### config.mk
export PLATFORM = sky130hd
export DESIGN_NAME = psel_top
export DESIGN_NICKNAME = d
export VERILOG_FILES = /design/src/rtl/psel_pkg.sv /design/src/rtl/psel_pick.sv /design/src/rtl/psel_gate.sv /design/src/rtl/psel_top.sv
export SDC_FILE = /design/constraint.sdc
export NUM_CORES = 2
export LEC_CHECK = 0
export ABC_AREA = 1
export BUFFER_PORTS_ARGS = -buffer_cell sky130_fd_sc_hd__buf_4
export CAP_MARGIN = 10
export CORE_AREA = 10 10 463 465
export DETAILED_ROUTE_END_ITERATION = 8
export DIE_AREA = 0 0 473 475
export GPL_TIMING_DRIVEN = 0
export PLACE_DENSITY = 0.36
export SYNTH_ARGS = -nofsm -noshare
export SYNTH_HDL_FRONTEND = slang
export SYNTH_SLANG_ARGS = --single-unit
### constraint.sdc
create_clock -name clk -period 90.9 [get_ports clk]
set_input_delay 22.725 -clock clk [delete_from_list [all_inputs] [get_ports clk]]
set_output_delay 22.725 -clock clk [all_outputs]
set_load 0.01 [all_outputs]
### src/rtl/psel_pkg.sv
// Shared constants for the pending interrupt priority selector.
package psel_pkg;
    localparam int ID_W      = 10;
    localparam int PRIO_W    = 8;
    localparam int RUN_W     = PRIO_W + 1;
    localparam int PRIV_CNT  = 32;
    localparam logic [ID_W-1:0]  SPURIOUS_ID = 10'd1023;
    localparam logic [RUN_W-1:0] IDLE_RUN    = 9'h100;
endpackage

### src/rtl/psel_pick.sv
// Finds the best eligible source for one CPU.
// Assumes: prio is already resolved for this CPU (private or shared).
// The scan replaces the best only on a strictly lower priority, so the lowest ID wins ties.
module psel_pick
    import psel_pkg::*;
#(
    parameter int NUM_SRC = 64
) (
    input  logic                      clk,
    input  logic                      rst_n,
    input  logic [NUM_SRC-1:0]        en,
    input  logic [NUM_SRC-1:0]        pend,
    input  logic [NUM_SRC-1:0]        tgt,
    input  logic [NUM_SRC*PRIO_W-1:0] prio,
    output logic                      valid,
    output logic [ID_W-1:0]           best_id,
    output logic [PRIO_W-1:0]         best_prio
);
    logic [NUM_SRC-1:0] cand;

    // eligibility per source: enabled, pending, private or targeted at this CPU
    always_comb begin
        for (int s = 0; s < NUM_SRC; s++) begin
            cand[s] = en[s] && pend[s] && ((s < PRIV_CNT) || tgt[s]);
        end
    end

    // linear scan for the lowest priority value, first ID kept on ties
    always_comb begin
        valid     = 1'b0;
        best_id   = SPURIOUS_ID;
        best_prio = '1;
        for (int s = 0; s < NUM_SRC; s++) begin
            if (cand[s] && (!valid || (prio[s*PRIO_W +: PRIO_W] < best_prio))) begin
                valid     = 1'b1;
                best_id   = ID_W'(s);
                best_prio = prio[s*PRIO_W +: PRIO_W];
            end
        end
    end


    pick_enabled_pending_chk: assert property (@(posedge clk) disable iff (!rst_n)
        valid |-> (en[best_id] && pend[best_id]));


    pick_none_id_chk: assert property (@(posedge clk) disable iff (!rst_n)
        (pend == '0) |-> (!valid && best_id == SPURIOUS_ID));
endmodule

### src/rtl/psel_gate.sv
// Applies the enables, the priority mask and the running priority for one CPU,
// and registers the resulting ID and request.
// Assumes: the inputs come from psel_pick in the same cycle.
module psel_gate
    import psel_pkg::*;
(
    input  logic              clk,
    input  logic              rst_n,
    input  logic              glb_en,
    input  logic              cpu_en,
    input  logic              valid,
    input  logic [ID_W-1:0]   best_id,
    input  logic [PRIO_W-1:0] best_prio,
    input  logic [PRIO_W-1:0] mask,
    input  logic [RUN_W-1:0]  run,
    output logic [ID_W-1:0]   id_q,
    output logic              irq_q
);
    logic pub;
    logic req;

    // publish when enabled and strictly under the mask; request when also under running
    always_comb begin
        pub = glb_en && cpu_en && valid && (best_prio < mask);
        req = pub && ({1'b0, best_prio} < run);
    end

    // output register with synchronous active-low reset
    always_ff @(posedge clk) begin
        if (!rst_n) begin
            id_q  <= SPURIOUS_ID;
            irq_q <= 1'b0;
        end else begin
            id_q  <= pub ? best_id : SPURIOUS_ID;
            irq_q <= req;
        end
    end


    gate_req_has_id_chk: assert property (@(posedge clk) disable iff (!rst_n)
        irq_q |-> (id_q != SPURIOUS_ID));


    gate_disabled_quiet_chk: assert property (@(posedge clk) disable iff (!rst_n)
        !(glb_en && cpu_en) |=> (!irq_q && id_q == SPURIOUS_ID));


    gate_mask_block_chk: assert property (@(posedge clk) disable iff (!rst_n)
        (best_prio >= mask) |=> (id_q == SPURIOUS_ID));
endmodule

### src/rtl/psel_top.sv
// Per-CPU pending interrupt priority selector.
// Builds each CPU's priority view (private bank for IDs below 32, shared above),
// picks the best candidate and gates it through mask and running priority.
// Assumes: NUM_SRC is a multiple of 32 and at most 128; NUM_CPU is 1..8.
module psel_top
    import psel_pkg::*;
#(
    parameter int NUM_SRC = 64,
    parameter int NUM_CPU = 2
) (
    input  logic                              clk,
    input  logic                              rst_n,
    input  logic                              glb_en,
    input  logic [NUM_CPU-1:0]                cpu_en,
    input  logic [NUM_CPU*NUM_SRC-1:0]        src_en,
    input  logic [NUM_CPU*NUM_SRC-1:0]        src_pend,
    input  logic [NUM_SRC*NUM_CPU-1:0]        tgt_mask,
    input  logic [NUM_CPU*PRIV_CNT*PRIO_W-1:0] prv_prio,
    input  logic [(NUM_SRC-PRIV_CNT)*PRIO_W-1:0] shr_prio,
    input  logic [NUM_CPU*PRIO_W-1:0]         pri_mask,
    input  logic [NUM_CPU*RUN_W-1:0]          run_prio,
    output logic [NUM_CPU*ID_W-1:0]           hp_id,
    output logic [NUM_CPU-1:0]                irq_req
);
    localparam int SHR_CNT = NUM_SRC - PRIV_CNT;

    for (genvar c = 0; c < NUM_CPU; c++) begin : g_cpu
        logic [NUM_SRC-1:0]        tgt_c;
        logic [NUM_SRC*PRIO_W-1:0] prio_c;
        logic                      valid_c;
        logic [ID_W-1:0]           id_c;
        logic [PRIO_W-1:0]         bp_c;

        // gather this CPU's target bits and priority view
        always_comb begin
            for (int s = 0; s < NUM_SRC; s++) begin
                tgt_c[s] = tgt_mask[s*NUM_CPU + c];
            end
            prio_c[PRIV_CNT*PRIO_W-1:0] = prv_prio[c*PRIV_CNT*PRIO_W +: PRIV_CNT*PRIO_W];
            prio_c[NUM_SRC*PRIO_W-1:PRIV_CNT*PRIO_W] = shr_prio[SHR_CNT*PRIO_W-1:0];
        end

        psel_pick #(.NUM_SRC(NUM_SRC)) u_pick (
            .clk      (clk),
            .rst_n    (rst_n),
            .en       (src_en[c*NUM_SRC +: NUM_SRC]),
            .pend     (src_pend[c*NUM_SRC +: NUM_SRC]),
            .tgt      (tgt_c),
            .prio     (prio_c),
            .valid    (valid_c),
            .best_id  (id_c),
            .best_prio(bp_c)
        );

        psel_gate u_gate (
            .clk      (clk),
            .rst_n    (rst_n),
            .glb_en   (glb_en),
            .cpu_en   (cpu_en[c]),
            .valid    (valid_c),
            .best_id  (id_c),
            .best_prio(bp_c),
            .mask     (pri_mask[c*PRIO_W +: PRIO_W]),
            .run      (run_prio[c*RUN_W +: RUN_W]),
            .id_q     (hp_id[c*ID_W +: ID_W]),
            .irq_q    (irq_req[c])
        );
    end
endmodule

==> flow_summary.yaml <==
pwr:
  seq_power_share_pct: 0.4
  share_comb_of_total_power_pct: 99.0
  power_switching_share_pct: 55.71
  p_int_uw: 865.5
  switchingPower_uw: 1089
  clockPowerShare_pct: 0.6
  p_per_area_nw_per_um2: 29.06
  power_uw: 1954
  leakage_uw: 0.03534
  ir_drop_mv: 0.008602
floorplan:
  core-area_um2: 204400
  die_y_um: 475
  dieArea_um2: 224700
  die_w_um: 473
  pin_count: 1213
  start_util_pct: 19.82
  row_count: 166
final_layout:
  syn2layout_area_growth_pct: 66.05
  fin_cells: 12173
  fillers: 22900
  nets: 11295
  drive_gt1_share_pct: 38.74
  utilization_pct: 32.91
global_route:
  grt_pass1_vias: 53758
  track_usage_pct: 19.29
  antenna_found_initial: 120
  grt.overflow.total: 0
  grt_pass1_wl_um: 334000
  grt_max_degree: 11
sta:
  fmax_mhz: 9.915
  post-route-period-util_pct: 111.0
  worst_pin_slew_ns: 0.8705
  max_slew_margin_pct: 41.69
  period_needed_ns: 100.86
  rsz0062_at_grt: "true"
  finalSetupTns_ns: -153.29
  slew_viol_final: 0
  setup_viol: 16
  worst_slack_ns: -9.955
  hold_viol_final: 0
logic_synthesis:
  synth_area_per_cell_um2: 5.339
  netlist_area_um2: 40500
  ys_warn_count: 0
  synth_compound_area_share_pct: 15.52
  synth_top_family_by_area: "simple AND/OR/NAND/NOR gates"
  synth-edff-count: 0
  synthSimpleGateAreaFrac_pct: 50.85
  syn_inst: 7586
  synth_area_leaders: "nand2_1 (27%), ha_1 (21%), nand3_1 (10%), o21ai_0 (8.0%), inv_1 (7.3%)"
  synth_top_area_cell: "nand2_1"
  synth_seq_cells: 16
  synthMuxAreaShare_pct: 0
  synth_top_area_share_pct: 26.82
  seq_area_frac_synth_pct: 0.7908
  async_flop_share_pct: 0
  syn_nets: 9447
  synth_cell_types: 49
  synthXorXnorAreaFrac_pct: 0
  synthAdderAreaFrac_pct: 20.70
  ys.flop_type: "dfxtp_1"
worst_hold_path:
  whs_endpoint: "g_cpu[1].u_gate.irq_q$_SDFF_PN0_"
  hp-class: "input port to flop"
  hold_depth: 3
  hp-start: "run_prio[17]"
setup_path:
  cp_num_buf_inv: 81
  cp-start-kind: "input port"
  worst_path_max_delay_cell: "o21ai_1"
  cp.required_ns: 91.11
  slowest_delay_ns: 0.38
  critPathKind: "input port to flop"
  crit_family: "simple AND/OR/NAND/NOR gates"
  end_kind: "flop"
  arrival_ns: 101.06
  timing.critical_path.fanout_max: 10
  worst_path_most_repeated_cell: "nand2_2"
outcome:
  status: "complete, but fails checks"
  violations: "negative setup slack"
placement:
  gp_congestion: 0.8995
  dpl.hpwl_um: 209000
  port-buffer-count: 1148
  dp_cells: 11422
route:
  drt-total-wl_um: 237500
  vias: 54980
  drcViolationCount: 0
  first_pass_iters: 6
  drtIter0Drc: 2286
  wl_per_cell_um: 19.51
  drtAntennaViolNets: 0
  drt-vias-per-instance: 4.517
clocking:
  cts_tree: "yes"
  cts.sinks: 16
  cts_root_buf: "clkbuf_16"
  cts_hold_buf: 0
  clk_pin_slew_ns: 0.05
  clockBufferDepth: 2
  cts_made_buffers: 3
  h-tree-depth: 1
flow_run:
  drv_cap: 0
cells by family after synthesis:
logic type      after synthesis
fa+ha+maj                   670
flops                        16
compound gates             1124
simple gates               4756
buf+inv                    1020
how the worst max path moves through the flow:
stage,start,endpoint,cells past startpoint
global route,src_pend[64],g_cpu[1].u_gate.id_q[3]$_SDFF_PP1_,645
detailed placement,src_en[64],g_cpu[1].u_gate.id_q[0]$_SDFF_PP1_,648
floorplan,src_en[64],g_cpu[1].u_gate.id_q[3]$_SDFF_PP1_,641
finish,src_pend[64],g_cpu[1].u_gate.irq_q$_SDFF_PN0_,622
CTS,src_en[64],g_cpu[1].u_gate.id_q[3]$_SDFF_PP1_,643
global placement,src_en[0],g_cpu[0].u_gate.id_q[0]$_SDFF_PP1_,654
synth_stat cells (5+ instances only):
| cell type | n |
|---|---|
| nand2_2 | 219 |
| nand3_1 | 807 |
| nand2_4 | 89 |
| a31oi_1 | 8 |
| and3_2 | 5 |
| o21ai_0 | 651 |
| nor3_1 | 39 |
| buf_4 | 25 |
| inv_2 | 52 |
| inv_1 | 789 |
| clkinv_1 | 35 |
| dfxtp_1 | 16 |
| o21ai_1 | 46 |
| nand2_1 | 2894 |
| nand4_1 | 20 |
| o21bai_1 | 89 |
| nor2_1 | 589 |
| buf_2 | 9 |
| and3_1 | 15 |
| a21oi_1 | 172 |
| nand3b_1 | 36 |
| a211oi_1 | 128 |
| ha_1 | 670 |
| nand3_2 | 29 |
| buf_6 | 44 |
| clkbuf_8 | 64 |
area by class of cell:
class	instances	area, um^2	area share [%]
multi-input combinational	6550	43150	64.16
buffer	143	2405	3.575
sequential	16	320.3	0.4762
timing repair buffer	1843	14490	21.54
inverter	877	3311	4.922
tap	2688	3363	5.000
antenna	52	130.1	0.1935
clock buffer	4	88.84	0.1321
power groups by stage:
stage / clock network (uW) / logic, uW / registers [uW]
finish: 10.8 / 1930 / 8.70
global route: 11.5 / 2170 / 8.77
CTS: 11.4 / 1640 / 8.74
detailed placement: 0 / 1430 / 8.89
global placement: 0 / 1410 / 8.91
floorplan: 0 / 1040 / 8.83
per-layer routing:
layer / global-route usage [%] / wire length, um / vias to the layer above
met5: 0 / 618 / -
li1: - / - / 28680
met4: 5.234 / 6292 / 98
met3: 3.976 / 12430 / 269
met2: 35.48 / 120200 / 1017
met1: 22.45 / 97880 / 24916
flip-flops by register name, indices dropped and copies added (netlist names):
signal / flops
g_cpu.u_gate.id_q: 14
g_cpu.u_gate.irq_q: 2
repair_timing:
action                                  CTS  global route
pin swaps                               393           657
buffers inserted                        355           296
hold endpoints to repair                  0             0
endpoints found under the setup margin   16            16
gates cloned                             15            29
resized for setup                       624           989
metrics by stage:
| stage | hold slack [ns] | area, um^2 | setup WS [ns] |
|---|---|---|---|
| after floorplan | 22.91 | 41640 | -4.517 |
| after global placement | 23.07 | 53630 | -20.20 |
| after detailed placement | 23.06 | 53630 | -20.55 |
| after CTS | 22.78 | 59140 | -12.96 |
| after global routing | 22.81 | 67240 | -15.18 |
| final | 22.78 | 67260 | -9.955 |
tightest hold or removal path, stage by stage:
cell,delay (ns)
buf_4,0.10
o21ai_0,0.09
nor2_1,0.10
placed cells by master, fill, tap and decap left out, types with 10 or more instances in the layout:
| cell | count |
|---|---|
| inv_2 | 71 |
| o21ai_1 | 169 |
| nor3_2 | 19 |
| a21oi_1 | 57 |
| nand2_4 | 131 |
| clkbuf_16 | 62 |
| buf_12 | 10 |
| inv_1 | 788 |
| buf_6 | 52 |
| ha_4 | 225 |
| and3_1 | 15 |
| clkinv_1 | 15 |
| nand2_1 | 2656 |
| nand3_1 | 805 |
| buf_2 | 10 |
| nor2_1 | 576 |
| ha_2 | 24 |
| nand4_1 | 20 |
| nand3_2 | 31 |
| a21oi_2 | 115 |
| buf_8 | 67 |
| nand2_2 | 404 |
| o21ai_4 | 137 |
| o21ai_2 | 348 |
| dfxtp_1 | 16 |
| a211oi_1 | 16 |
| o21bai_1 | 88 |
| buf_4 | 1778 |
| ha_1 | 421 |
| diode_2 | 52 |
| o21ai_0 | 43 |
| nor2_2 | 11 |
| nand3b_1 | 36 |
| nand2_8 | 11 |
| nor3_1 | 20 |
| a211oi_2 | 111 |
Power figures use the tool's default switching activity.
